### src/rtl/wdog_pkg.sv
package wdog_pkg;
  localparam logic [7:0] ADDR_ARM  = 8'hA8;
  localparam logic [7:0] ADDR_KICK = 8'hB8;
  localparam int         FLAG_POS  = 6;
  localparam logic [7:0] ARM_KEEP  = 8'b1001_1111;
  localparam logic [7:0] KICK_KEEP = 8'b0011_1110;
  localparam int         NFLAG     = 2;
  localparam int         IDX_ARM   = 0;
  localparam int         IDX_KICK  = 1;

  typedef struct packed {
    logic       we;
    logic [7:0] addr;
    logic [7:0] data;
  } sfr_wr_t;
endpackage

### src/rtl/wdog_selfclr_flag.sv
module wdog_selfclr_flag #(
  parameter int HOLD = 12
) (
  input  logic clk,
  input  logic rst_n,
  input  logic wr_i,
  input  logic bit_i,
  output logic flag_o
);
  localparam int HW = $clog2(HOLD + 1);
  logic [HW-1:0] left_q;

  always_ff @(posedge clk or negedge rst_n) begin
    if (!rst_n) begin
      flag_o <= 1'b0;
      left_q <= '0;
    end else if (wr_i) begin
      flag_o <= bit_i;
      left_q <= bit_i ? HW'(HOLD) : '0;
    end else if (left_q != '0) begin
      left_q <= left_q - 1'b1;
      if (left_q == HW'(1)) flag_o <= 1'b0;
    end
  end
endmodule

### src/rtl/wdog_arm_seq.sv
module wdog_arm_seq
  import wdog_pkg::*;
(
  input  logic    clk,
  input  logic    rst_n,
  input  sfr_wr_t wr_i,
  input  logic    arm_flag_i,
  output logic    kick_o,
  output logic    refresh_o
);
  logic hit_arm, hit_kick, armed_q;

  assign hit_arm   = wr_i.we && (wr_i.addr == ADDR_ARM);
  assign hit_kick  = wr_i.we && (wr_i.addr == ADDR_KICK);
  assign kick_o    = hit_kick && wr_i.data[FLAG_POS];
  assign refresh_o = kick_o && armed_q && arm_flag_i;

  always_ff @(posedge clk or negedge rst_n) begin
    if (!rst_n)                  armed_q <= 1'b0;
    else if (hit_arm || hit_kick) armed_q <= hit_arm && wr_i.data[FLAG_POS];
  end
endmodule

### src/rtl/wdog_down_counter.sv
module wdog_down_counter #(
  parameter int CNT_W   = 16,
  parameter int TIMEOUT = 65535
) (
  input  logic clk,
  input  logic rst_n,
  input  logic kick_i,
  input  logic refresh_i,
  output logic running_o,
  output logic bite_o
);
  logic [CNT_W-1:0] cnt_q;
  logic             load;

  assign load = refresh_i || (kick_i && !running_o);

  always_ff @(posedge clk or negedge rst_n) begin
    if (!rst_n) begin
      cnt_q     <= '0;
      running_o <= 1'b0;
      bite_o    <= 1'b0;
    end else begin
      bite_o <= 1'b0;
      if (load) begin
        cnt_q     <= CNT_W'(TIMEOUT);
        running_o <= 1'b1;
      end else if (running_o) begin
        if (cnt_q == '0) begin
          running_o <= 1'b0;
          bite_o    <= 1'b1;
        end else begin
          cnt_q <= cnt_q - 1'b1;
        end
      end
    end
  end
endmodule

### src/rtl/wdog_refresh_ctrl.sv
module wdog_refresh_ctrl
  import wdog_pkg::*;
#(
  parameter int CNT_W     = 16,
  parameter int TIMEOUT   = 65535,
  parameter int FLAG_HOLD = 12
) (
  input  logic       clk,
  input  logic       rst_n,
  input  logic       sfr_we,
  input  logic [7:0] sfr_addr,
  input  logic [7:0] sfr_wdata,
  output logic [7:0] sfr_rdata,
  output logic       wd_rst_o
);
  sfr_wr_t          wr;
  logic [NFLAG-1:0] flag_q;
  logic [NFLAG-1:0] flag_wr;
  logic [7:0]       en_arm_q, en_kick_q;
  logic             kick, refresh, running;

  assign wr.we   = sfr_we;
  assign wr.addr = sfr_addr;
  assign wr.data = sfr_wdata;

  assign flag_wr[IDX_ARM]  = sfr_we && (sfr_addr == ADDR_ARM);
  assign flag_wr[IDX_KICK] = sfr_we && (sfr_addr == ADDR_KICK);

  generate
    for (genvar i = 0; i < NFLAG; i++) begin : g_flag
      wdog_selfclr_flag #(.HOLD(FLAG_HOLD)) u_flag (
        .clk(clk), .rst_n(rst_n), .wr_i(flag_wr[i]),
        .bit_i(sfr_wdata[FLAG_POS]), .flag_o(flag_q[i])
      );
    end
  endgenerate

  always_ff @(posedge clk or negedge rst_n) begin
    if (!rst_n) begin
      en_arm_q  <= '0;
      en_kick_q <= '0;
    end else begin
      if (flag_wr[IDX_ARM])  en_arm_q  <= sfr_wdata & ARM_KEEP;
      if (flag_wr[IDX_KICK]) en_kick_q <= sfr_wdata & KICK_KEEP;
    end
  end

  wdog_arm_seq u_seq (
    .clk(clk), .rst_n(rst_n), .wr_i(wr), .arm_flag_i(flag_q[IDX_ARM]),
    .kick_o(kick), .refresh_o(refresh)
  );

  wdog_down_counter #(.CNT_W(CNT_W), .TIMEOUT(TIMEOUT)) u_cnt (
    .clk(clk), .rst_n(rst_n), .kick_i(kick), .refresh_i(refresh),
    .running_o(running), .bite_o(wd_rst_o)
  );

  always_comb begin
    sfr_rdata = '0;
    if (sfr_addr == ADDR_ARM) begin
      sfr_rdata           = en_arm_q;
      sfr_rdata[FLAG_POS] = flag_q[IDX_ARM];
    end else if (sfr_addr == ADDR_KICK) begin
      sfr_rdata           = en_kick_q;
      sfr_rdata[FLAG_POS] = flag_q[IDX_KICK];
    end
  end
endmodule

### config.mk
export PLATFORM = sky130hd
export DESIGN_NAME = wdog_refresh_ctrl
export DESIGN_NICKNAME = d
export VERILOG_FILES = /design/src/rtl/wdog_pkg.sv /design/src/rtl/wdog_selfclr_flag.sv /design/src/rtl/wdog_arm_seq.sv /design/src/rtl/wdog_down_counter.sv /design/src/rtl/wdog_refresh_ctrl.sv
export SDC_FILE = /design/constraint.sdc
export NUM_CORES = 1
export LEC_CHECK = 0
export ABC_CLOCK_PERIOD_IN_PS = 3000
export CORE_MARGIN = 2
export CORE_UTILIZATION = 55
export DETAILED_ROUTE_END_ITERATION = 12
export PLACE_DENSITY = 0.79
export SYNTH_ARGS = -nofsm -noshare
export SYNTH_HDL_FRONTEND = slang
export SYNTH_HIERARCHICAL = 1
export SYNTH_SLANG_ARGS = --single-unit
### constraint.sdc
create_clock -name clk -period 3 [get_ports clk]
set_clock_uncertainty 0.15 [all_clocks]
set_input_delay 0.75 -clock clk [delete_from_list [all_inputs] [get_ports clk]]
set_output_delay 0.75 -clock clk [all_outputs]
set_load 0.01 [all_outputs]
==> out/metrics.yaml <==
status: "completed"
cts_max_path_buffers: 2
syn_area_per_cell_um2: 10.4
cts_buffers: 5
start_util_pct: 57.0
critPathCaptureType: "output pin"
drtIter0Drc: 57
max_cap_violations: 0
grt_pass1_wl_um: 7160
max_freq_mhz: 337
syn_inst: 218
synthDistinctLibCells: 49
crit_type: "in2out"
grt_pass1_vias: 1629
fp.coreArea_um2: 3970
dp_hpwl_um: 3280
cp.required_ps: 2100
timing.setup.tns_ps: 0
slowest_delay_ps: 500
die_x_um: 68.1
port_buffers: 27
rr_worst_depth: 6
gp_congestion: 0.799
hold_slack_ps: 357
cts_tree: "built"
postCtsResizedCells: 11
drcViolationCount: 0
grtUsageTotal_pct: 20.8
yosys_warnings: 6
max_slew.worst_pin.slew_ps: 1130
ios: 28
clk_latency_ps: 290
slew_headroom_pct: 24.7
p_leak_nw: 1.28
fin_util_pct: 69.4
final_common_cell: "dfrtp_1"
cts.clk_slew.worst_paths_ps: 70
area_growth_pct: 21.8
dieArea_um2: 4640
r2r_slack_ps: 460
routed_wl_um: 4650
ir_drop_mv: 0.307
syn-cell-area_um2: 2260
viasPerCell: 5.91
synth_fp_nets: 244
routedWlPerCell_um: 15.0
hold_violations: 0
cp.arrival_ps: 2070
power_density_nw_per_um2: 535
rr_startpoint: "u_cnt/cnt_q[0]"
critPathSlowestCell: "clkdlybuf4s50_1"
h-tree-depth: 2
layout_common_cells: "dfrtp_1 (40), nor2_1 (20), clkdlybuf4s50_1 (18)"
start_kind: "input port"
finalCriticalPeriod_ps: 2970
drive_above_1_share_pct: 21.2
startpoint: "sfr_addr[5]"
num_vias: 1826
antenna_left: 0
placed_area_um2: 2680
setup_viol: 0
grt_overflow: 0
ys_ff_latch: 40
clockRootBuffer: "clkbuf_8"
r2r-end: "u_cnt/cnt_q[8]"
final_nets: 284
hold_buffers: 0
antenna_found_initial: 0
power.total_mw: 1.47
hold_path.class: "reg2reg"
slew_violations: 0
row_count: 23
num_antenna_cells: 0
endpoint: "sfr_rdata[0]"
design_area_um2: 2760
cp_max_fo: 4
finalCritPeriodShare_pct: 98.9
ys_seq_area_share_pct: 44.2
grt_start_max_net_pins: 41
die_y_um: 68.1
dr.pass1.iters: 4
postCtsSetupBuffers: 0
clock-sinks: 40
crit_chain: "clkdlybuf4s50_1 > and4b_2 > nand2_4 > nor3b_1 > dlygate4sd1_1"
routing by layer:
metal / up-vias / global-route usage (%) / share of wire [%]
met3: 5 / 5.76 / 4.7
li1: 893 / - / -
met1: 882 / 25.8 / 47
met2: 46 / 35.2 / 47
met5: - / 0 / 0
met4: 0 / 6.50 / 1.1
power by group:
group	total [mW]	switching [mW]	leakage [nW]	internal, mW
Sequential	0.689	0.0761	0.471	0.613
Combinational	0.356	0.163	0.753	0.193
Clock	0.428	0.182	0.0552	0.247
Total	1.47	0.421	1.28	1.05
cell type report:
class | count | area (um^2)
inverter | 14 | 52.6
multi-input combinational | 159 | 1190
clock buffer | 6 | 72.6
tap | 50 | 62.6
sequential | 40 | 1000
clock inverter | 2 | 35.0
timing repair buffer | 38 | 340
fill | 304 | 1220
synthesized netlist by cell type, drive strengths merged:
cell,instances,area share (%)
or3b,2,1.0
o31ai,2,0.66
nand3b,3,1.0
o21ai,15,3.3
nor3b,2,0.66
a211o,1,0.39
ha,7,3.9
o41ai,4,2.4
a21oi,5,1.1
or2b,1,0.33
mux2,13,6.5
clkbuf,2,0.33
a221oi,2,0.77
nor2,20,3.3
a211oi,2,1.1
nor4b,1,0.39
nor4,4,1.1
or3,1,0.28
a41oi,2,0.77
and4,5,2.0
inv,14,2.3
and3,5,1.4
dfrtp,40,44
and4b,1,0.50
buf,3,0.66
mux2i,6,2.7
or4b,2,1.2
nand4,3,1.5
or4,4,1.7
xnor2,2,0.77
nand2,12,2.1
nand4b,2,1.4
nand2b,4,1.1
nand3,3,0.66
a21o,1,0.33
o211ai,2,0.66
a31oi,4,1.1
nor2b,2,0.55
nor3,14,3.8
sequential cells by signal, indices dropped and copies added, names as in the netlist:
name	cells
g_flag.u_flag/left_q	8
u_cnt/bite_o	1
en_arm_q	6
u_cnt/running_o	1
g_flag.u_flag/flag_o	2
u_seq/armed_q	1
u_cnt/cnt_q	16
en_kick_q	5
worst max-delay path, delay by kind of cell:
kind	cells	cell delay (ps)
simple gates	3	540
buf+inv	2	770
metrics by stage:
step | instances | worst slack [ps]
after floorplan | 218 | 531
after global placement | 301 | -260
after detailed placement | 301 | -306
after CTS | 309 | 0.349
after global routing | 309 | -23.6
final | 309 | 32.9
worst min path at each step:
stage | from | endpoint | slack [ps] | depth (start not counted)
floorplan | rst_n | en_arm_q[0] | 300 | 0
finish | en_arm_q[3] | en_arm_q[3] | 360 | 1
global route | en_kick_q[2] | en_kick_q[2] | 370 | 1
global placement | u_seq/armed_q | u_seq/armed_q | 330 | 2
CTS | en_arm_q[3] | en_arm_q[3] | 360 | 1
detailed placement | en_arm_q[3] | en_arm_q[3] | 340 | 1
kinds of logic (layout without fill, tap and decap cells):
group                    after synthesis  in the layout  share of synthesized area [%]
AND/OR/NAND/NOR                       91             91                           26.1
AO/OA/AOI/OAI                         40             40                           12.6
flip-flops                            40             40                           44.2
multiplexers                          19             19                           9.13
buffers and inverters                 19             60                           3.32
adder cells (fa/ha/maj)                7              7                           3.87
XOR/XNOR                               2              2                          0.774
Note: power is estimated with default switching activity, not from simulation.
